<file path="config.mk">
export PLATFORM = sky130hd
export DESIGN_NAME = cmd_serial_port
export DESIGN_NICKNAME = d
export VERILOG_FILES = /design/src/rtl/srp_pkg.sv /design/src/rtl/srp_sync.sv /design/src/rtl/srp_regs.sv /design/src/rtl/srp_fsm.sv /design/src/rtl/cmd_serial_port.sv
export SDC_FILE = /design/constraint.sdc
export NUM_CORES = 1
export LEC_CHECK = 0
export BUFFER_PORTS_ARGS = -buffer_cell sky130_fd_sc_hd__clkbuf_2
export CELL_PAD_IN_SITES_DETAIL_PLACEMENT = 1
export CELL_PAD_IN_SITES_GLOBAL_PLACEMENT = 2
export CORE_AREA = 2 2 180 165
export CTS_CLUSTER_SIZE = 10
export DETAILED_ROUTE_END_ITERATION = 10
export DIE_AREA = 0 0 182 167
export GPL_TIMING_DRIVEN = 0
export MAX_ROUTING_LAYER = met4
export PLACE_DENSITY_LB_ADDON = 0.1
export SYNTH_ARGS = -nofsm -noshare
export SYNTH_HDL_FRONTEND = slang
export SYNTH_SLANG_ARGS = --single-unit
</file>
<file path="constraint.sdc">
create_clock -name clk -period 2.37 [get_ports clk]
set_input_delay 0.474 -clock clk [delete_from_list [all_inputs] [get_ports clk]]
set_output_delay 0.474 -clock clk [all_outputs]
set_load 0.05 [all_outputs]
</file>
<file path="src/rtl/srp_pkg.sv">
package srp_pkg;

    localparam int CMD_BITS = 8;
    localparam int ADDR_W   = 3;
    localparam int NREGS    = 1 << ADDR_W;

    localparam logic [ADDR_W-1:0] A_STATUS = 3'd0;
    localparam logic [ADDR_W-1:0] A_DATA   = 3'd3;

    // read, result address, no continuous flag: leaves continuous read
    localparam logic [CMD_BITS-1:0] EXIT_CMD = 8'h58;

    typedef enum logic [1:0] {
        ST_CMD   = 2'd0,
        ST_WR    = 2'd1,
        ST_RD    = 2'd2,
        ST_CREAD = 2'd3
    } srp_state_e;

    typedef struct packed {
        logic              wen_n;
        logic              rd;
        logic [ADDR_W-1:0] addr;
        logic              cread;
        logic [1:0]        pad;
    } cmd_t;

    function automatic logic is_writable(input logic [ADDR_W-1:0] a);
        return (a != A_STATUS) && (a != A_DATA);
    endfunction

endpackage

</file>
<file path="src/rtl/srp_sync.sv">
module srp_sync #(
    parameter int           W       = 3,
    parameter int           STAGES  = 2,
    parameter logic [W-1:0] RST_VAL = '0
) (
    input  logic         clk,
    input  logic         rst_n,
    input  logic [W-1:0] async_in,
    output logic [W-1:0] lvl,
    output logic [W-1:0] rise,
    output logic [W-1:0] fall
);

    generate
        for (genvar g = 0; g < W; g++) begin : g_bit
            logic [STAGES:0] chain;

            always_ff @(posedge clk or negedge rst_n) begin
                if (!rst_n) begin
                    chain <= {(STAGES+1){RST_VAL[g]}};
                end else begin
                    chain <= {chain[STAGES-1:0], async_in[g]};
                end
            end

            assign lvl[g]  = chain[STAGES-1];
            assign rise[g] = chain[STAGES-1] & ~chain[STAGES];
            assign fall[g] = ~chain[STAGES-1] & chain[STAGES];
        end
    endgenerate

endmodule

</file>
<file path="src/rtl/srp_regs.sv">
module srp_regs
    import srp_pkg::*;
#(
    parameter int DATA_W = 24,
    parameter int STAT_W = 8
) (
    input  logic              clk,
    input  logic              rst_n,
    input  logic              soft_rst,
    input  logic              wr_en,
    input  logic [ADDR_W-1:0] wr_addr,
    input  logic [DATA_W-1:0] wr_data,
    input  logic [ADDR_W-1:0] rd_addr,
    output logic [DATA_W-1:0] rd_word,
    input  logic              res_valid,
    input  logic [DATA_W-1:0] res_word,
    input  logic              pre_upd,
    input  logic              data_read_done,
    output logic              rdy_n
);

    logic [DATA_W-1:0] view [NREGS];
    logic              rdy_q;
    logic [STAT_W-1:0] status;

    assign status = {rdy_q, {(STAT_W-1){1'b0}}};

    generate
        for (genvar a = 0; a < NREGS; a++) begin : g_reg
            if (a == int'(A_STATUS)) begin : g_stat
                assign view[a] = {status, {(DATA_W-STAT_W){1'b0}}};
            end else if (a == int'(A_DATA)) begin : g_data
                logic [DATA_W-1:0] q;
                always_ff @(posedge clk or negedge rst_n) begin
                    if (!rst_n)         q <= '0;
                    else if (soft_rst)  q <= '0;
                    else if (res_valid) q <= res_word;
                end
                assign view[a] = q;


                data_hold_chk: assert property (@(posedge clk) disable iff (!rst_n)
                    (!res_valid && !soft_rst) |=> $stable(q));
            end else begin : g_rw
                logic [DATA_W-1:0] q;
                always_ff @(posedge clk or negedge rst_n) begin
                    if (!rst_n)                                    q <= '0;
                    else if (soft_rst)                             q <= '0;
                    else if (wr_en && wr_addr == ADDR_W'(a))       q <= wr_data;
                end
                assign view[a] = q;
            end
        end
    endgenerate

    always_ff @(posedge clk or negedge rst_n) begin
        if (!rst_n)                        rdy_q <= 1'b1;
        else if (soft_rst)                 rdy_q <= 1'b1;
        else if (res_valid)                rdy_q <= 1'b0;
        else if (pre_upd || data_read_done) rdy_q <= 1'b1;
    end

    assign rdy_n   = rdy_q;
    assign rd_word = view[rd_addr];


    rdy_fall_chk: assert property (@(posedge clk) disable iff (!rst_n)
        (res_valid && !soft_rst) |=> !rdy_n);

    pre_upd_chk: assert property (@(posedge clk) disable iff (!rst_n)
        (pre_upd && !res_valid) |=> rdy_n);

    read_clear_chk: assert property (@(posedge clk) disable iff (!rst_n)
        (data_read_done && !res_valid) |=> rdy_n);

    wr_target_chk: assert property (@(posedge clk) disable iff (!rst_n)
        wr_en |-> (wr_addr != A_STATUS && wr_addr != A_DATA));

endmodule

</file>
<file path="src/rtl/srp_fsm.sv">
module srp_fsm
    import srp_pkg::*;
#(
    parameter int DATA_W   = 24,
    parameter int STAT_W   = 8,
    parameter int RST_ONES = 32
) (
    input  logic              clk,
    input  logic              rst_n,
    input  logic              cs_n,
    input  logic              cs_rise,
    input  logic              sclk_rise,
    input  logic              sclk_fall,
    input  logic              sdi,
    input  logic [DATA_W-1:0] rd_word,
    input  logic              rdy_n,
    output logic [ADDR_W-1:0] rd_addr,
    output logic              wr_en,
    output logic [ADDR_W-1:0] wr_addr,
    output logic [DATA_W-1:0] wr_data,
    output logic              data_read_done,
    output logic              soft_rst,
    output logic              sdo_rdy
);

    localparam int CNT_W  = $clog2(DATA_W + 1);
    localparam int ONES_W = $clog2(RST_ONES + 1);

    srp_state_e        state_q, state_d;
    logic [ADDR_W-1:0] addr_q;
    logic [CNT_W-1:0]  bit_q;
    logic [CNT_W-1:0]  last_idx;
    logic [DATA_W-2:0] in_q;
    logic [DATA_W-1:0] out_q;
    logic              loaded_q;
    logic [ONES_W-1:0] ones_q;
    cmd_t              cmd;
    logic              rise_v, fall_v, cmd_done, cmd_ok, word_done;
    logic              out_phase, exit_hit, keep_cread;

    assign rise_v     = sclk_rise & ~cs_n;
    assign fall_v     = sclk_fall & ~cs_n;
    assign cmd        = cmd_t'({in_q[CMD_BITS-2:0], sdi});
    assign cmd_ok     = !cmd.wen_n && (cmd.pad == 2'b00);
    assign cmd_done   = rise_v && (state_q == ST_CMD) && (bit_q == CNT_W'(CMD_BITS-1));
    assign last_idx   = (addr_q == A_STATUS) ? CNT_W'(STAT_W-1) : CNT_W'(DATA_W-1);
    assign word_done  = rise_v && (state_q != ST_CMD) && (bit_q == last_idx);
    assign out_phase  = (state_q == ST_RD) || (state_q == ST_CREAD);
    assign exit_hit   = (in_q[DATA_W-2 -: CMD_BITS] == EXIT_CMD);
    assign keep_cread = (state_q == ST_CREAD) && (bit_q == '0);
    assign soft_rst   = rise_v && sdi && (ones_q == ONES_W'(RST_ONES-1));

    // next state
    always_comb begin
        state_d = state_q;
        unique case (state_q)
            ST_CMD: begin
                if (cmd_done && cmd_ok) begin
                    if (!cmd.rd)                                 state_d = ST_WR;
                    else if (cmd.cread && cmd.addr == A_DATA)   state_d = ST_CREAD;
                    else                                         state_d = ST_RD;
                end
            end
            ST_WR, ST_RD: begin
                if (word_done) state_d = ST_CMD;
            end
            ST_CREAD: begin
                if (word_done && exit_hit) state_d = ST_CMD;
            end
            default: state_d = ST_CMD;
        endcase
        if (cs_rise && !keep_cread) state_d = ST_CMD;
        if (soft_rst)               state_d = ST_CMD;
    end

    // state register
    always_ff @(posedge clk or negedge rst_n) begin
        if (!rst_n) state_q <= ST_CMD;
        else        state_q <= state_d;
    end

    // shifters and counters
    always_ff @(posedge clk or negedge rst_n) begin
        if (!rst_n) begin
            addr_q   <= '0;
            bit_q    <= '0;
            in_q     <= '0;
            out_q    <= '0;
            loaded_q <= 1'b0;
            ones_q   <= '0;
        end else if (soft_rst || (cs_rise && !keep_cread)) begin
            bit_q    <= '0;
            in_q     <= '0;
            loaded_q <= 1'b0;
            ones_q   <= '0;
            if (soft_rst) addr_q <= '0;
        end else begin
            if (cs_rise) ones_q <= '0;
            if (rise_v) begin
                ones_q <= sdi ? ones_q + 1'b1 : '0;
                if (cmd_done) begin
                    bit_q <= '0;
                    in_q  <= '0;
                    if (cmd_ok) addr_q <= cmd.addr;
                end else if (word_done) begin
                    bit_q    <= '0;
                    in_q     <= '0;
                    loaded_q <= 1'b0;
                end else begin
                    bit_q <= bit_q + 1'b1;
                    in_q  <= {in_q[DATA_W-3:0], sdi};
                end
            end
            if (fall_v && out_phase) begin
                if (!loaded_q) begin
                    out_q    <= rd_word;
                    loaded_q <= 1'b1;
                end else begin
                    out_q <= {out_q[DATA_W-2:0], 1'b0};
                end
            end
        end
    end

    // outputs
    always_comb begin
        rd_addr        = addr_q;
        wr_addr        = addr_q;
        wr_data        = {in_q, sdi};
        wr_en          = word_done && (state_q == ST_WR) && is_writable(addr_q) && !soft_rst;
        data_read_done = word_done && out_phase && (addr_q == A_DATA) && !soft_rst;
        if (cs_n)                        sdo_rdy = 1'b1;
        else if (out_phase && loaded_q)  sdo_rdy = out_q[DATA_W-1];
        else                             sdo_rdy = rdy_n;
    end


    soft_rst_chk: assert property (@(posedge clk) disable iff (!rst_n)
        soft_rst |=> (state_q == ST_CMD));

    abort_chk: assert property (@(posedge clk) disable iff (!rst_n)
        (cs_rise && !keep_cread) |=> (state_q == ST_CMD && bit_q == '0));

    cmd_reject_chk: assert property (@(posedge clk) disable iff (!rst_n)
        (cmd_done && !cmd_ok) |=> (state_q == ST_CMD && bit_q == '0));

    bit_range_chk: assert property (@(posedge clk) disable iff (!rst_n)
        (state_q != ST_CMD) |-> (bit_q <= last_idx));

endmodule

</file>
<file path="src/rtl/cmd_serial_port.sv">
module cmd_serial_port
    import srp_pkg::*;
#(
    parameter int DATA_W      = 24,
    parameter int STAT_W      = 8,
    parameter int SYNC_STAGES = 2,
    parameter int RST_ONES    = 32
) (
    input  logic              clk,
    input  logic              rst_n,
    input  logic              cs_n,
    input  logic              sclk,
    input  logic              sdi,
    input  logic              res_valid,
    input  logic [DATA_W-1:0] res_word,
    input  logic              pre_upd,
    output logic              sdo_rdy
);

    localparam int I_SDI  = 0;
    localparam int I_SCLK = 1;
    localparam int I_CS   = 2;

    logic [2:0]        pins, lvl, rise, fall;
    logic [ADDR_W-1:0] rd_addr, wr_addr;
    logic [DATA_W-1:0] rd_word, wr_data;
    logic              wr_en, data_read_done, soft_rst, rdy_n;
    logic              unused_edges;

    assign pins         = {cs_n, sclk, sdi};
    assign unused_edges = ^{lvl[I_SCLK], rise[I_SDI], fall[I_SDI], fall[I_CS]};

    srp_sync #(
        .W       (3),
        .STAGES  (SYNC_STAGES),
        .RST_VAL (3'b110)
    ) i_sync (
        .clk      (clk),
        .rst_n    (rst_n),
        .async_in (pins),
        .lvl      (lvl),
        .rise     (rise),
        .fall     (fall)
    );

    srp_fsm #(
        .DATA_W   (DATA_W),
        .STAT_W   (STAT_W),
        .RST_ONES (RST_ONES)
    ) i_fsm (
        .clk            (clk),
        .rst_n          (rst_n),
        .cs_n           (lvl[I_CS]),
        .cs_rise        (rise[I_CS]),
        .sclk_rise      (rise[I_SCLK]),
        .sclk_fall      (fall[I_SCLK]),
        .sdi            (lvl[I_SDI]),
        .rd_word        (rd_word),
        .rdy_n          (rdy_n),
        .rd_addr        (rd_addr),
        .wr_en          (wr_en),
        .wr_addr        (wr_addr),
        .wr_data        (wr_data),
        .data_read_done (data_read_done),
        .soft_rst       (soft_rst),
        .sdo_rdy        (sdo_rdy)
    );

    srp_regs #(
        .DATA_W (DATA_W),
        .STAT_W (STAT_W)
    ) i_regs (
        .clk            (clk),
        .rst_n          (rst_n),
        .soft_rst       (soft_rst),
        .wr_en          (wr_en),
        .wr_addr        (wr_addr),
        .wr_data        (wr_data),
        .rd_addr        (rd_addr),
        .rd_word        (rd_word),
        .res_valid      (res_valid),
        .res_word       (res_word),
        .pre_upd        (pre_upd),
        .data_read_done (data_read_done),
        .rdy_n          (rdy_n)
    );

endmodule

</file>
Word level (Yosys, flattened, before mapping):

Index checks and enable logic that the tools add are counted.
Widths: inputs -> output; s select.

* add/sub/neg operators: 2
* $lt $le $gt $ge: 1
* equality and inequality tests: 20
* muxes and demuxes: 55
* bitwise gates (word level): 11
* reductions and logical operators: 55

Operators with widths (count)
* $mux 24: 17
* $mux 23: 4
* $bmux 24 s3: 1
* $logic_and 1x1->1: 27
* $mux 5: 5
* $mux 6: 4
* $reduce_bool 2->1: 11
* $mux 3: 5
* $eq 3x3->1 const B: 4
* $mux 1: 12
* $mux 2: 6
* $eq 3x2->1 const B: 3
* $reduce_bool 3->1: 3
* $eq 8x7->1 const B: 1
* $ne 4x3->1 const B: 2
* $add 6x1->6 const B: 1
* $eq 6x5->1 const B: 1
* $pmux 2 s3: 1
* $add 5x1->5 const B: 1
* $and 1x1->1: 5
* $eq 5x3->1 const B: 1
* $eq 5x5->1: 1
* $logic_not 5->1: 1
* $not 1->1: 5
* other kinds (16): 22

* register bits after elaboration: 241
* input bits: 31
* output and inout port bits: 1
* word-level logic and storage cells: 162

Longest topological paths before layout:

Gate-level depths: netlist of the first run.

* depth in word-level cells: 12
* mapped depth: 10

Hierarchy:

A second synthesis of the first run with hierarchy kept.

* cell total of the unflattened synthesis: 1174
* area total of the unflattened synthesis: 11962.7 um2

Modules (own cells, without submodules)
* srp_regs: times used 1, cells an instance 867, area each 8554.5 um2, seq. area each 4230.3 um2
* srp_fsm: times used 1, cells an instance 289, area each 3115.5 um2, seq. area each 1601.5 um2
* srp_sync: times used 1, cells an instance 18, area each 292.8 um2, seq. area each 232.7 um2

Worst setup path before layout of the first run:

Ideal clock, no wire load.

* path type: register to register
* from: register i_fsm.state_q[1]
* to: register i_regs.g_reg[5].g_rw.q[7]
* setup time: 0.078 ns
* data arrival time: 1.789 ns
* setup slack: 0.503 ns
* stages on the path, launching flop included: 11
* buffers on the path: 3
* clock period less this slack: 1.867 ns
* cell sequence: dfrtp_1 -> inv_1 -> ha_1 -> nor2b_1 -> and4_1 -> buf_4 -> and3b_1 -> buf_4 -> buf_6 -> nand2_1 -> a21oi_1

* longest elaborated chain between the ends: 8
* elaborated cells between the ends (all ways): 9
* those cells by class: 1 x eq/ne; 8 x reduce/logical

Ends and longest elaborated chain
* start, declared: line srp_fsm.sv:29 `srp_state_e state_q, state_d;`
* start signal, assigned: line srp_fsm.sv:79 `else state_q <= state_d;`
* $reduce_bool 2->1: line srp_fsm.sv:47 `assign word_done = rise_v && (state_q != ST_CMD) && (bit_q == last_idx);`
* $logic_and 1x1->1 (2 in a row): line srp_fsm.sv:47
* $logic_and 1x1->1 * (3 in a row): line srp_fsm.sv:130 `wr_en = word_done && (state_q == ST_WR) && is_writable(addr_q) && !soft_rst;`
* $logic_and 1x1->1 *: line srp_regs.sv:49 `else if (wr_en && wr_addr == ADDR_W'(a)) q <= wr_data;`
* $reduce_bool 2->1 (no line) *
* end signal, assigned: line srp_regs.sv:49
* end, declared: line srp_regs.sv:45 `logic [DATA_W-1:0] q;`

Mark *: on every way between the ends. The rest lies on a longest branch, timed or not.
A chain may end at the register's enable or synchronous reset.

Worst setup path in the final report of the first run:

* from: register i_fsm.loaded_q
* to: output sdo_rdy

* longest elaborated chain between the ends: 3

Ends and longest elaborated chain
* start, declared: line srp_fsm.sv:35 `logic loaded_q;`
* start signal, assigned: line srp_fsm.sv:89 `loaded_q <= 1'b0;`
* start signal, assigned: line srp_fsm.sv:94 `loaded_q <= 1'b0;`
* start signal, assigned: line srp_fsm.sv:108 `loaded_q <= 1'b0;`
* $logic_and 1x1->1: line srp_fsm.sv:133 `else if (out_phase && loaded_q) sdo_rdy = out_q[DATA_W-1];`
* $mux 1: line srp_fsm.sv:133
* $mux 1: line srp_fsm.sv:132 `if (cs_n) sdo_rdy = 1'b1;`
* end, declared: line cmd_serial_port.sv:17 `output logic sdo_rdy`

Every way passes these cells.

==> results.txt, run 1 <==
The timing-limited maximum frequency was 436 MHz; the area enclosed by the die boundary was 30400 um2. For this run, the share of the core covered by cells in the final layout is 46.4%. For the total number of nets in the final design, the log shows 1307. The biggest area contributor in the post-synthesis netlist is dfrtp_1.

The clock slew seen by the registers of the worst setup and hold paths is 0.06 ns. The tool flagged a number of max-cap violations equal to 0. In this run the standard cell core region covers 28500 um2. For this run, the slowest stage of the critical path takes 0.36 ns.

For this run, design rule violations remaining after detail routing come to 0. The vias per cell was 5.47; the leakage power total was 0.00615 uW. Data on the critical path arrives at its endpoint at 1.82 ns.

The tools report the number of antenna violations at the first check in global routing as 0. By area the synthesized netlist is led by dfrtp_1 (51%), nand2_1 (10%), a21oi_1 (6.4%), mux4_2 (4.9%), mux2i_1 (4.5%). After the first detailed-routing iteration, the DRC count stood at 508. After detailed routing, the total wire length is 37400 um.

After synthesis, the netlist uses 57 different library cells. The detail route stage leaves a number of antenna-violating nets equal to 0. On the final layout, the worst clock skew is 0.0129 ns.

Wire length per cell after detailed routing: 22.7 um. In this run the vertical extent of the chip is 167 um. Of all nets on the critical path, the largest fanout is 10. 32 I/O pins were placed.

The tools report the depth of the CTS H-tree as 1. Detailed placement finished with a half-perimeter wire length of 26000 um. The reg-to-reg endpoint is i_regs.g_reg[3].g_data.q[7]$_DFFE_PN0P_.

The critical path buffer and inverter count works out to 3. The synthesized netlist net count is 1238. The library cell used most frequently in the layout, excluding fill and tap cells, is nand2_1.

Setup repair after global routing could not meet its margin everywhere. Clock latency of the later-clocked register in the worst-skew pair: 0.55 ns. Summing all flip-flop and latch instances after layout gives 6040 um2. The tightest hold path in the finished design has a slack of 0.0387 ns. The post-layout minimum cycle time works out to 2.29 ns. After routing, the total negative slack on setup checks comes to 0 ns.

In this run the horizontal extent of the chip is 182 um. The family with the most delay on the worst path is buffers and inverters. The cell with the largest stage delay on the worst path is a311o_1. The number of global-route vias before repair came out at 9540. The total overflow left after global routing is 0. Counting cells, the worst reg-to-reg path comes to 6. After synthesis, the share of flip-flops with an asynchronous set or reset is 100%. In the layout the commonest cells are nand2_1 (320), dfrtp_1 (233), a21oi_1 (148), nor2_1 (63), o21ai_0 (56). The power per cell area is 670 nW/um2. The startpoint identified for the worst register-to-register timing path is i_sync.g_bit[1].chain[1]$_DFF_PN1_. The filler cells instantiated in the layout total 3206. The pre-antenna-repair detailed-routing pass consisted of 5 iterations. The critical path is of the register to output port type. The classification of the worst-slack hold path was primary input to register. The run gives 0 as the number of failing hold endpoints at the final stage. The tools report the end of the worst hold path as i_sync.g_bit[0].chain[0]$_DFF_PN0_. Hold path depth: 1.

The multi-input combinational cells in the finished layout cover a total of 4930 um2. The run gives 1598 as the count of placed standard cells including taps. The post-route fraction of the period consumed by the critical path was 96.8%; the mean area per synthesized cell was 9.63 um2. Fraction of synthesized cell area taken by the top area cell type: 50.7%. The worst pin sits at a relative slew slack of 44.5%.

VDD sags by at most 0.000535 V. The mapped netlist covers 11600 um2. Entering global routing, the biggest net connects 101 pins. The tools report the sum of internal, switching and leakage power as 8870 uW.

Counting flops with a built-in enable in the synthesized netlist gives 0. The congestion estimate from routability-driven global placement came to 0.804. For the wire length of the first global-routing pass, the log shows 58900 um. Walking the worst path, the cells encountered are buf_2 -> buf_8 -> a21boi_0 -> a311o_1 -> clkbuf_8.

The tree is rooted in a clkbuf_16. Setup violations remaining at the end of the flow were counted as 0. The tools report the number of buffers inserted during clock tree synthesis as 29. STA classifies the critical path startpoint as a register.

The startpoint identified for the worst hold timing path is sdi. The synthesized netlist cell count was 1200. Clock tree synthesis found a total of 241 sinks. The worst reg-to-reg setup slack came out at 0.14 ns.

The primary flip-flop cell chosen by synthesis mapping is dfrtp_1. The final antenna diode count is 0, and the sequential cell area fraction in the yosys report is 52.3%. The clock passes through at most 3 buffers. The worst setup path is captured at an output port. In the global route stage, overall resource usage came out at 26.1%. The critical path runs through a total of 5 cells. The cell row count is 59, and the measured slew at the worst slew-check pin is 0.832 ns.

The flow ran to the end, and the final reports show no timing, DRC or antenna violations. The synthesis-to-finish area growth came out at 14.5%. At the worst endpoint, the required time is 1.90 ns. The finished layout holds 1645 standard cells, fillers aside. The flip-flop and latch count after synthesis came out at 241. The run gives 9003 as the total number of vias. The fraction of layout cells with a size suffix above 1 came out at 18.0%.

The count of input and output buffers is 30, and the total of warnings raised by yosys is 0. Starting density of the core: 40.5%. The count of final max-slew check failures is 0. TritonCTS built the clock tree.
## layer usage
layer	part of all wire (%)	track usage (%)	vias to the layer above	routed length (um)
met4	1.9	5.01	0	722
met1	50	38.5	4620	18700
met3	3.2	3.04	43	1210
li1	-	-	4210	-
met2	45	39.3	130	16800
met5	0	-	-	0
## registers in the layout, indices dropped and copies added, names as in the netlist
signal	cells
i_regs.rdy_n	1
i_fsm.out_q	24
i_regs.g.g_data.q	24
i_regs.g.g_rw.q	144
i_fsm.loaded_q	1
i_fsm.ones_q	6
i_fsm.in_q	23
i_fsm.bit_q	5
i_fsm.rd_addr	3
i_fsm.state_q	2
i_sync.g_bit.chain	8
## worst register-to-register path, delay by kind of cell, from the launching register on
| kind | cells | cell delay, ns |
|---|---|---|
| flops | 1 | 0.55 |
| buf+inv | 3 | 0.72 |
| simple gates | 3 | 0.83 |
## area by class of cell
type                            count  share of cell area [%]
Sequential cell                   241                    45.7
Multi-Input combinational cell    837                    37.3
Clock buffer                       40                    6.18
Buffer                            115                    5.11
Tap cell                          366                    3.46
Timing Repair Buffer               38                    2.08
Inverter                            7                   0.199
Clock inverter                      1                  0.0378
## metrics by stage
stage,cell area (um2),setup slack (ns)
4_1_cts,13100,0.00303
3_3_place_gp,12200,-4.56
5_1_grt,13200,-0.0388
6_report,13200,0.0753
3_5_place_dp,12200,-0.251
2_1_floorplan,11600,0.503
## how the worst max path moves through the flow
stage	slack [ns]	to	start
3_5_place_dp	-0.25	i_regs.g_reg[7].g_rw.q[4]$_DFFE_PN0P_	i_fsm.state_q[1]$_DFFE_PN0P_
3_3_place_gp	-4.56	i_fsm.in_q[8]$_DFFE_PN0P_	rst_n
2_1_floorplan	0.50	i_regs.g_reg[5].g_rw.q[7]$_DFFE_PN0P_	i_fsm.state_q[1]$_DFFE_PN0P_
6_report	0.08	sdo_rdy	i_fsm.loaded_q$_DFF_PN0_
5_1_grt	-0.04	i_fsm.out_q[10]$_DFFE_PN0P_	i_fsm.rd_addr[2]$_DFFE_PN0P_
4_1_cts	0.003	i_fsm.out_q[10]$_DFFE_PN0P_	i_fsm.rd_addr[0]$_DFFE_PN0P_
## logic make-up after synthesis
kind of cell | after synthesis | share of synthesized area [%]
buffers and inverters | 122 | 5.30
multiplexers | 101 | 11.7
flip-flops | 241 | 52.3
AND/OR/NAND/NOR | 477 | 17.7
AO/OA/AOI/OAI | 252 | 12.3
adder cells (fa/ha/maj) | 7 | 0.758
## power breakdown
group | internal (uW) | switching, uW
combinational | 181 | 341
clock | 2340 | 1710
sequential | 4210 | 84.4
total | 6740 | 2130
## timing repair
item,4_1_cts,5_1_grt
hold buffers,3,0
pin swaps,0,0
endpoints found under the setup margin,172,216
gates resized for setup,24,46
endpoints found under the hold margin,54,0
setup buffers,0,3
## synth_stat cells, types with 2 or more instances
cell type,instances
nor2b_1,27
clkbuf_1,44
o211ai_1,2
and3b_1,2
o22ai_1,2
inv_1,7
nor2_1,64
nand4_1,5
mux4_2,25
o311a_1,2
buf_2,47
dfrtp_1,234
or2_2,4
and4_1,2
nor3_1,25
nor4_1,2
nand3b_1,2
a22o_1,5
and2_1,7
nand2_1,320
a221oi_1,22
and3_1,2
buf_6,7
nand3_1,4
ha_1,7
buf_1,5
mux2i_1,52
mux2_2,24
a21oi_1,148
a31oi_1,2
dfstp_2,7
buf_4,11
o21ai_1,2
o21ai_0,56
Power figures use the tool's default switching activity.
==> run 2: changes to the inputs <==
--- a/config.mk
+++ b/config.mk
@@ -5,13 +5,14 @@
 export SDC_FILE = /design/constraint.sdc
 export NUM_CORES = 1
 export LEC_CHECK = 0
+export ABC_AREA = 1
 export BUFFER_PORTS_ARGS = -buffer_cell sky130_fd_sc_hd__clkbuf_2
 export CELL_PAD_IN_SITES_DETAIL_PLACEMENT = 1
 export CELL_PAD_IN_SITES_GLOBAL_PLACEMENT = 2
-export CORE_AREA = 2 2 180 165
+export CORE_AREA = 2 2 182 166
 export CTS_CLUSTER_SIZE = 10
 export DETAILED_ROUTE_END_ITERATION = 10
-export DIE_AREA = 0 0 182 167
+export DIE_AREA = 0 0 184 168
 export GPL_TIMING_DRIVEN = 0
 export MAX_ROUTING_LAYER = met4
 export PLACE_DENSITY_LB_ADDON = 0.1
==> run 2 against run 1 <==
Net effect: final cell count increased by 6.1%; total power decreased by 0.28%; sequential share of layout area increased by 1.7 points; cell area decreased by 3.7%; global-route usage increased by 1.7 points; flip-flop and latch count unchanged; combinational power about the same; critical path type unchanged; critical endpoint unchanged; largest cell class unchanged; largest power group unchanged; highest routed layer unchanged.
==> results.txt, run 2 <==
The run finished with clean final reports. The synthesis-to-finish area growth came out at 14.4%. The tools report the total global routing overflow as 0. Primary flip-flop cell chosen by synthesis mapping: dfrtp_1. Sorting the synthesized cells by area gives the leading types as dfrtp_1 (53%), nand2_1 (9.9%), nand3_1 (9.0%), o21ai_0 (4.8%), o21ai_1 (4.3%). The tools report the startpoint kind of the worst setup timing path as a register. In this run the power density over the cells is 694 nW/um2. Summed over all failing endpoints, the final setup total negative slack is 0 ns. The run gives 1323 as the synthesized netlist net count. The async set or reset register ratio after synthesis came out at 100%. The number of failing hold endpoints at the final stage was 0. Setup repair after global routing could not meet its margin everywhere. For this run, design rule violations remaining after detail routing come to 0. Summing over every cut layer, the via total after detailed routing is 9499. Sequential elements use 54.2% of the synthesized area.

For this run, the detailed router's first-pass iteration total came to 5. The count of nets left with antenna violations once routing finished came out at 0. The share of total power dissipated in the clock network is 45.7%.

The critical path's largest stage delay is 0.42 ns, and the total global-route track usage is 27.9%. The worst register-to-register path ends at i_fsm.in_q[15]$_DFFE_PN0P_. Launch instance of the worst min-delay path: sdi. The top cell type by area accounts for 52.6% of the synthesized area. The number of antenna violations at the first check in global routing came out at 1. In this run the power spent charging and discharging nets is 2180 uW. The number of buffers inserted during clock tree synthesis was 29; the count of final max-slew check failures was 0. TritonCTS built the clock tree.

The wire length per cell after detailed routing was 23.5 um; the count of input and output buffers was 31. No sink is reached through more buffers than the 3 on the longest clock path. At the pin with the least slew margin, the transition time is 0.764 ns.

The Yosys step of the flow raised 0 warnings. HPWL after detailed placement: 29200 um. STA puts the critical path data required time at 1.90 ns. The I/O pin count was 32; the global placement routability congestion was 0.849. The mapped netlist covers 11100 um2. Entering global routing, the biggest net connects 96 pins. Leaving out fill and tap cells, the most frequent cell in the layout is nand2_1.

Across the run, the number of max-cap violations was 0. The clock slew seen by the registers of the worst setup and hold paths is 0.06 ns, and the number of global-route vias before repair is 9740. On the critical path, the stage with the largest delay is an instance of dfrtp_1.

The number of enable-type register cells in the synthesized netlist was 0. The vias per cell was 5.44; the depth of the CTS H-tree was 1. For this block, the initial DRC count from the detailed router was 700.

Combinational logic burns 5.9% of the power. More flip-flops sit in one register than any other, and that register is i_regs.g.g_rw.q. Cells with a size suffix above 1 make up 13.9% of the layout. The cell-internal power came out at 6660 uW. The relative contribution of sequential cells to total power came out at 48.4%.

The aggregate routed wire length came out at 41000 um. By count the netlist is led by nand2_1 (295), dfrtp_1 (234), nand3_1 (200). The top cell types in the final layout, fill and taps aside, are nand2_1 (295), dfrtp_1 (234), nand3_1 (200), o21ai_0 (106), o21ai_1 (96). The area enclosed by the die boundary is 30900 um2, and the post-route fraction of the period consumed by the critical path is 94.8%. The worst register-to-register path begins at i_fsm.ones_q[0]$_DFFE_PN0P_. The classification of the worst-slack hold path is primary input to register. The cell row count is 60, and the worst-case reg-to-reg path depth is 11. Counting every sink on the clock net gives 241.

The worst slew margin relative to its limit was 49.1%; the number of flip-flops in the largest register was 144. The tools report the timing-limited maximum frequency as 445 MHz. The root buffer cell chosen for the clock tree is clkbuf_16. The first global-routing pass estimated 62000 um of wire. After floorplanning, the core was sized to cover 29300 um2. Most area-hungry cell type in the Yosys netlist: dfrtp_1.

IR analysis of the VDD net gives a maximum drop of 0.000539 V. The number of different library cells used by synthesis comes to 38. The most common cell in the synthesized netlist is nand2_1.

Counting flops and latches in the post-synthesis netlist gives 241. STA puts the critical path data arrival time at 1.77 ns. The starting density of the core was 38.0%; the worst hold-check slack was 0.0308 ns.

The worst setup path is of the register to output port kind. Across all register-to-register paths, the minimum setup slack is 0.13 ns. Clock skew on the completed layout was measured at 0.0130 ns.

Setup violations remaining at the end of the flow were counted as 0. The mean area per synthesized cell was 8.67 um2; the die outline height was 168 um. The run gives 0.56 ns as the clock latency of the later-clocked register in the worst-skew pair.

The tools report the nature of the critical path endpoint as an output port. For the synthesized netlist cell count, the log shows 1285. In the final layout, the registers with the most flip-flops are i_regs.g.g_rw.q (144), i_fsm.out_q (24), i_regs.g.g_data.q (24). The worst hold path terminates at i_sync.g_bit[0].chain[0]$_DFF_PN0_. Measured along the x axis, the die boundary spans 184 um. The proportion of total power due to net switching was 24.7%; the hold path depth was 1. Counting I/O delays and the setup requirement, the final critical path takes 2.25 ns.

Summed over all cells, the static leakage comes to 0.00580 uW. The signal on the critical path passes through clkbuf_2 -> nand3_1 -> nand3_1 -> clkbuf_2. For this run, the post-layout net count is 1393. Of all nets on the critical path, the largest fanout is 10.
[run 2: changes by cell type in the layout (fill, tap and decap cells not counted), moves of 25 or more]
cell | before | now
nand3_1 | 3 | 200
a21oi_1 | 148 | 23
o21ai_1 | 2 | 96
inv_1 | 7 | 83
mux2i_1 | 52 | 0
o21ai_0 | 56 | 106
nor2_1 | 63 | 35
nor2b_1 | 26 | 0
mux4_2 | 25 | 0
nand2_1 | 320 | 295
[run 2: kinds of logic after synthesis]
| group | after synthesis | share of synthesized area [%] |
|---|---|---|
| AND/OR/NAND/NOR | 590 | 24.2 |
| flip-flops | 241 | 54.2 |
| adder cells (fa/ha/maj) | 7 | 0.786 |
| AO/OA/AOI/OAI | 266 | 12.9 |
| XOR/XNOR | 3 | 0.236 |
| buffers and inverters | 178 | 7.67 |
[run 2: what timing repair did]
item,CTS,global route
endpoints found under the setup margin,20,164
hold buffers,3,0
resized for setup,6,22
setup buffers,0,4
hold endpoints to repair,63,0
pin swaps,0,1
[run 2: how the worst max path moves through the flow]
stage | end | startpoint
3_5_place_dp | i_fsm.out_q[15]$_DFFE_PN0P_ | i_fsm.rd_addr[1]$_DFFE_PN0P_
2_1_floorplan | i_regs.g_reg[2].g_rw.q[10]$_DFFE_PN0P_ | i_fsm.state_q[1]$_DFFE_PN0P_
5_1_grt | i_fsm.in_q[15]$_DFFE_PN0P_ | i_sync.g_bit[1].chain[1]$_DFF_PN1_
6_report | sdo_rdy | i_fsm.loaded_q$_DFF_PN0_
4_1_cts | i_fsm.in_q[15]$_DFFE_PN0P_ | i_fsm.ones_q[0]$_DFFE_PN0P_
3_3_place_gp | i_fsm.bit_q[2]$_DFFE_PN0P_ | rst_n
[run 2: routing by layer]
metal,up-vias,part of all wire [%],GRT usage [%]
met2,169,46,42.6
met4,0,2.2,6.33
met3,53,3.8,3.27
met1,4820,48,39.9
met5,-,0,-
li1,4457,-,-
[run 2: per-stage QoR]
stage	total power, uW	instance area (um2)	util, %	setup WS, ns	std cells
after floorplan	4600	11100	-	0.589	1285
after global placement	4870	11800	40.2	-4.54	1688
after detailed placement	4890	11800	40.4	-0.132	1690
after CTS	8940	12700	43.3	0.00646	1740
after global routing	9180	12700	43.5	-0.0850	1745
final	8850	12700	43.5	0.122	1745
[run 2: power by group through the flow]
stage	clock network [uW]	logic, uW	registers [uW]
after floorplan	0	274	4330
after global placement	0	511	4360
after detailed placement	0	530	4360
after CTS	4120	538	4280
after global routing	4290	603	4290
final	4040	524	4280
[run 2: final cells by class]
cell class / count / area, um2
fill: 3467 / 16500
sequential: 241 / 6040
multi-input combinational: 866 / 4250
clock buffer: 45 / 806
buffer: 82 / 512
tap: 372 / 465
inverter: 95 / 365
timing repair buffer: 40 / 292
clock inverter: 3 / 15.0
antenna: 1 / 2.50
[run 2: worst max-delay path, delay by kind of cell, from the launching register on]
| family | cells | cell delay (ns) |
|---|---|---|
| buffers and inverters | 2 | 0.58 |
| DFF | 1 | 0.42 |
| and+or+nand+nor | 2 | 0.21 |
==> run 3: changes to the inputs <==
--- a/config.mk
+++ b/config.mk
@@ -8,11 +8,12 @@
 export ABC_AREA = 1
 export BUFFER_PORTS_ARGS = -buffer_cell sky130_fd_sc_hd__clkbuf_2
 export CELL_PAD_IN_SITES_DETAIL_PLACEMENT = 1
-export CELL_PAD_IN_SITES_GLOBAL_PLACEMENT = 2
-export CORE_AREA = 2 2 182 166
+export CELL_PAD_IN_SITES_GLOBAL_PLACEMENT = 1
+export CORE_AREA = 2 2 164 150
+export CTS_BUF_LIST = sky130_fd_sc_hd__clkbuf_16
 export CTS_CLUSTER_SIZE = 10
 export DETAILED_ROUTE_END_ITERATION = 10
-export DIE_AREA = 0 0 184 168
+export DIE_AREA = 0 0 166 152
 export GPL_TIMING_DRIVEN = 0
 export MAX_ROUTING_LAYER = met4
 export PLACE_DENSITY_LB_ADDON = 0.1
==> run 3 against run 2 <==
Net effect: total power is 2.3% lower; register-to-register slack got worse by 0.03 ns; cell area down 1.1%; fmax decreased by 1.1%; critical endpoint unchanged; largest power group unchanged.
==> results.txt, run 3 (synthesis gave the netlist of run 2 again) <==
The wire length per cell after detailed routing came out at 23.3 um. The reported max-cap violation count came out at 0. The critical path starts at i_fsm.loaded_q$_DFF_PN0_. Counting along the longest clock path gives a buffer depth of 3. The tools report the total DRC errors in the routed layout as 0. STA classifies the critical path startpoint as a register.

The path type of the worst setup path was register to output port. STA classifies the critical path endpoint as an output port. Pin placement for this block handled 32 I/O pins.

The non-filler instance count after layout was 1676; the total number of nets in the final design was 1391. The detailed-router iteration count before antenna repair was 5. TritonCTS built the clock tree.

During placement, the flow inserted port buffers numbering 31. The sum of internal, switching and leakage power is 8640 uW. The final setup slack of the worst path came out at 0.0979 ns.

In the layout the commonest cells are nand2_1 (295), dfrtp_1 (234), nand3_1 (200), o21ai_0 (106), inv_1 (97). The setup slack after placement is -0.153 ns, and the number of DRC markers in iteration 0 is 854. The routed layout has 9838 vias. Clock-pin slew was measured on the worst setup and hold paths at 0.06 ns. The final critical path takes up 95.9% of the cycle. The tools report the number of antenna violations at the first check in global routing as 0. In this run the standard cell core region covers 23700 um2. In this run, placement finished with an instance count of 1626.

The classification of the worst-slack hold path was primary input to register. In this run the critical register-to-register path is launched from i_fsm.rd_addr[1]$_DFFE_PN0P_. Launch instance of the worst min-delay path: sdi. The initial utilization of the core area, before any placement, comes to 47.0%.

The number of flip-flops in the largest register was 144. The floorplan step defined a die boundary enclosing 25200 um2. For the worst setup path, the data arrival time is 1.80 ns. The vias per cell came out at 5.87. The die is 152 um tall. Power spread over the standard cell area amounts to 685 nW/um2. For the number of nets with antenna violations after routing, the log shows 0.

The logs give 27900 um for the HPWL after detailed placement and 0.0329 ns for the worst hold-check slack. The run gives 0 as the total of endpoints with negative setup slack in the final report. Headroom to the max-slew limit came out at 52.8%.

The tools report the total global-route track usage as 32.3%. The global placement routability congestion is 0.903, and the wire length of the first global-routing pass is 60500 um. The number of global-route vias before repair is 10100, and the measured slew at the worst slew-check pin is 0.708 ns. Leakage power total: 0.00583 uW.

For the timing-limited maximum frequency, the log shows 440 MHz. The top fanout value on the critical path was 10; the fraction of layout cells with a size suffix above 1 was 13.4%. The run gives 0 as the number of failing hold endpoints at the final stage.

Global routing finished with a remaining overflow of 0. The run gives 28 as the number of buffers inserted during clock tree synthesis. More flip-flops sit in one register than any other, and that register is i_regs.g.g_rw.q. The post-layout minimum cycle time is 2.27 ns, and the synthesis-to-finish area growth is 13.2%. Clock latency on the worst-skew pair, taken at its later pin, is 0.55 ns. For the depth of the CTS H-tree, the log shows 1. Required time of the critical path: 1.90 ns. The run finished with clean final reports. Most common cell after layout, fill and taps aside: nand2_1.

From left edge to right edge, the die measures 166 um. The peak ir drop on the vdd network is 0.000586 V. Clock tree synthesis selected as its root buffer the cell clkbuf_16. Entering global routing, the biggest net connects 112 pins. The repair_antennas step left the layout with diodes totalling 0.

CTS saw 241 sinks. The count of final max-slew check failures was 0; the cell row count was 54. Summed over all layers, the routed wires come to 39100 um. In the final layout, the registers with the most flip-flops are i_regs.g.g_rw.q (144), i_fsm.out_q (24), i_regs.g.g_data.q (24). Between clock sinks in the finished design, the worst skew comes to 0.0191 ns.
-- run 3: changes by cell type in the layout (fill, tap and decap cells not counted), sizes merged --
| cell | previous run | this run |
|---|---|---|
| buf | 62 | 60 |
| clkbuf | 102 | 87 |
| clkinv | 4 | 3 |
| diode | 1 | 0 |
| inv | 93 | 107 |
-- run 3: worst max-delay path: stages, from the launching register on --
cell and delay (ns):
dfrtp_1 0.42, clkbuf_2 0.32, nand3_1 0.12, nand3_1 0.11, clkbuf_2 0.29
-- run 3: where the power goes --
group / internal, uW / total (uW) / leakage [uW] / switching [uW]
sequential: 4210 / 4280 / 0.00329 / 72.0
combinational: 151 / 524 / 0.00210 / 372
clock: 2160 / 3830 / 0.000437 / 1670
-- run 3: layer usage --
| layer | up-vias | routed length, um | share of wire [%] | global-route usage (%) |
|---|---|---|---|---|
| met5 | - | 0 | 0 | - |
| met4 | 0 | 1610 | 4.1 | 11.6 |
| met3 | 90 | 2360 | 6.0 | 4.98 |
| met2 | 277 | 18100 | 46 | 49.4 |
| met1 | 5021 | 17100 | 44 | 43.9 |
| li1 | 4450 | - | - | - |
-- run 3: repair_timing --
| action | CTS | global route |
|---|---|---|
| pin swaps | 0 | 1 |
| resized for setup | 5 | 19 |
| setup buffers | 0 | 3 |
| hold buffers | 3 | 0 |
| cloned | 0 | 0 |
| setup endpoints to repair | 10 | 86 |
| endpoints found under the hold margin | 42 | 0 |
-- run 3: stage by stage --
step | area, um2 | TNS, ns | util (%)
finish | 12600 | 0 | 53.2
global route | 12600 | -0.00750 | 53.2
CTS | 12600 | 0 | 53.0
detailed placement | 11700 | -0.577 | 49.5
global placement | 11700 | -1011.32 | 49.3
floorplan | 11100 | 0 | -
-- run 3: final timing paths --
| check | to | slack, ns | cells past startpoint |
|---|---|---|---|
| min in group asynchronous | i_regs.g_reg[5].g_rw.q[17]$_DFFE_PN0P_ | 0.44 | 2 |
| max in group asynchronous | i_fsm.bit_q[3]$_DFFE_PN0P_ | 1.04 | 3 |
| worst max-delay path | sdo_rdy | 0.1 | 4 |
| worst max register to register | i_fsm.out_q[16]$_DFFE_PN0P_ | 0.1 | 10 |
| worst min register to register | i_sync.g_bit[0].chain[1]$_DFF_PN0_ | 0.34 | 0 |
| worst min-delay path | i_sync.g_bit[0].chain[0]$_DFF_PN0_ | 0.03 | 1 |
-- run 3: area by class of cell --
type	instances	area, um2
buffer	82	508
sequential	241	6040
timing repair buffer	39	272
clock buffer	29	726
tap	308	385
fill	2853	11100
multi-input combinational	866	4250
clock inverter	16	61.3
inverter	95	368
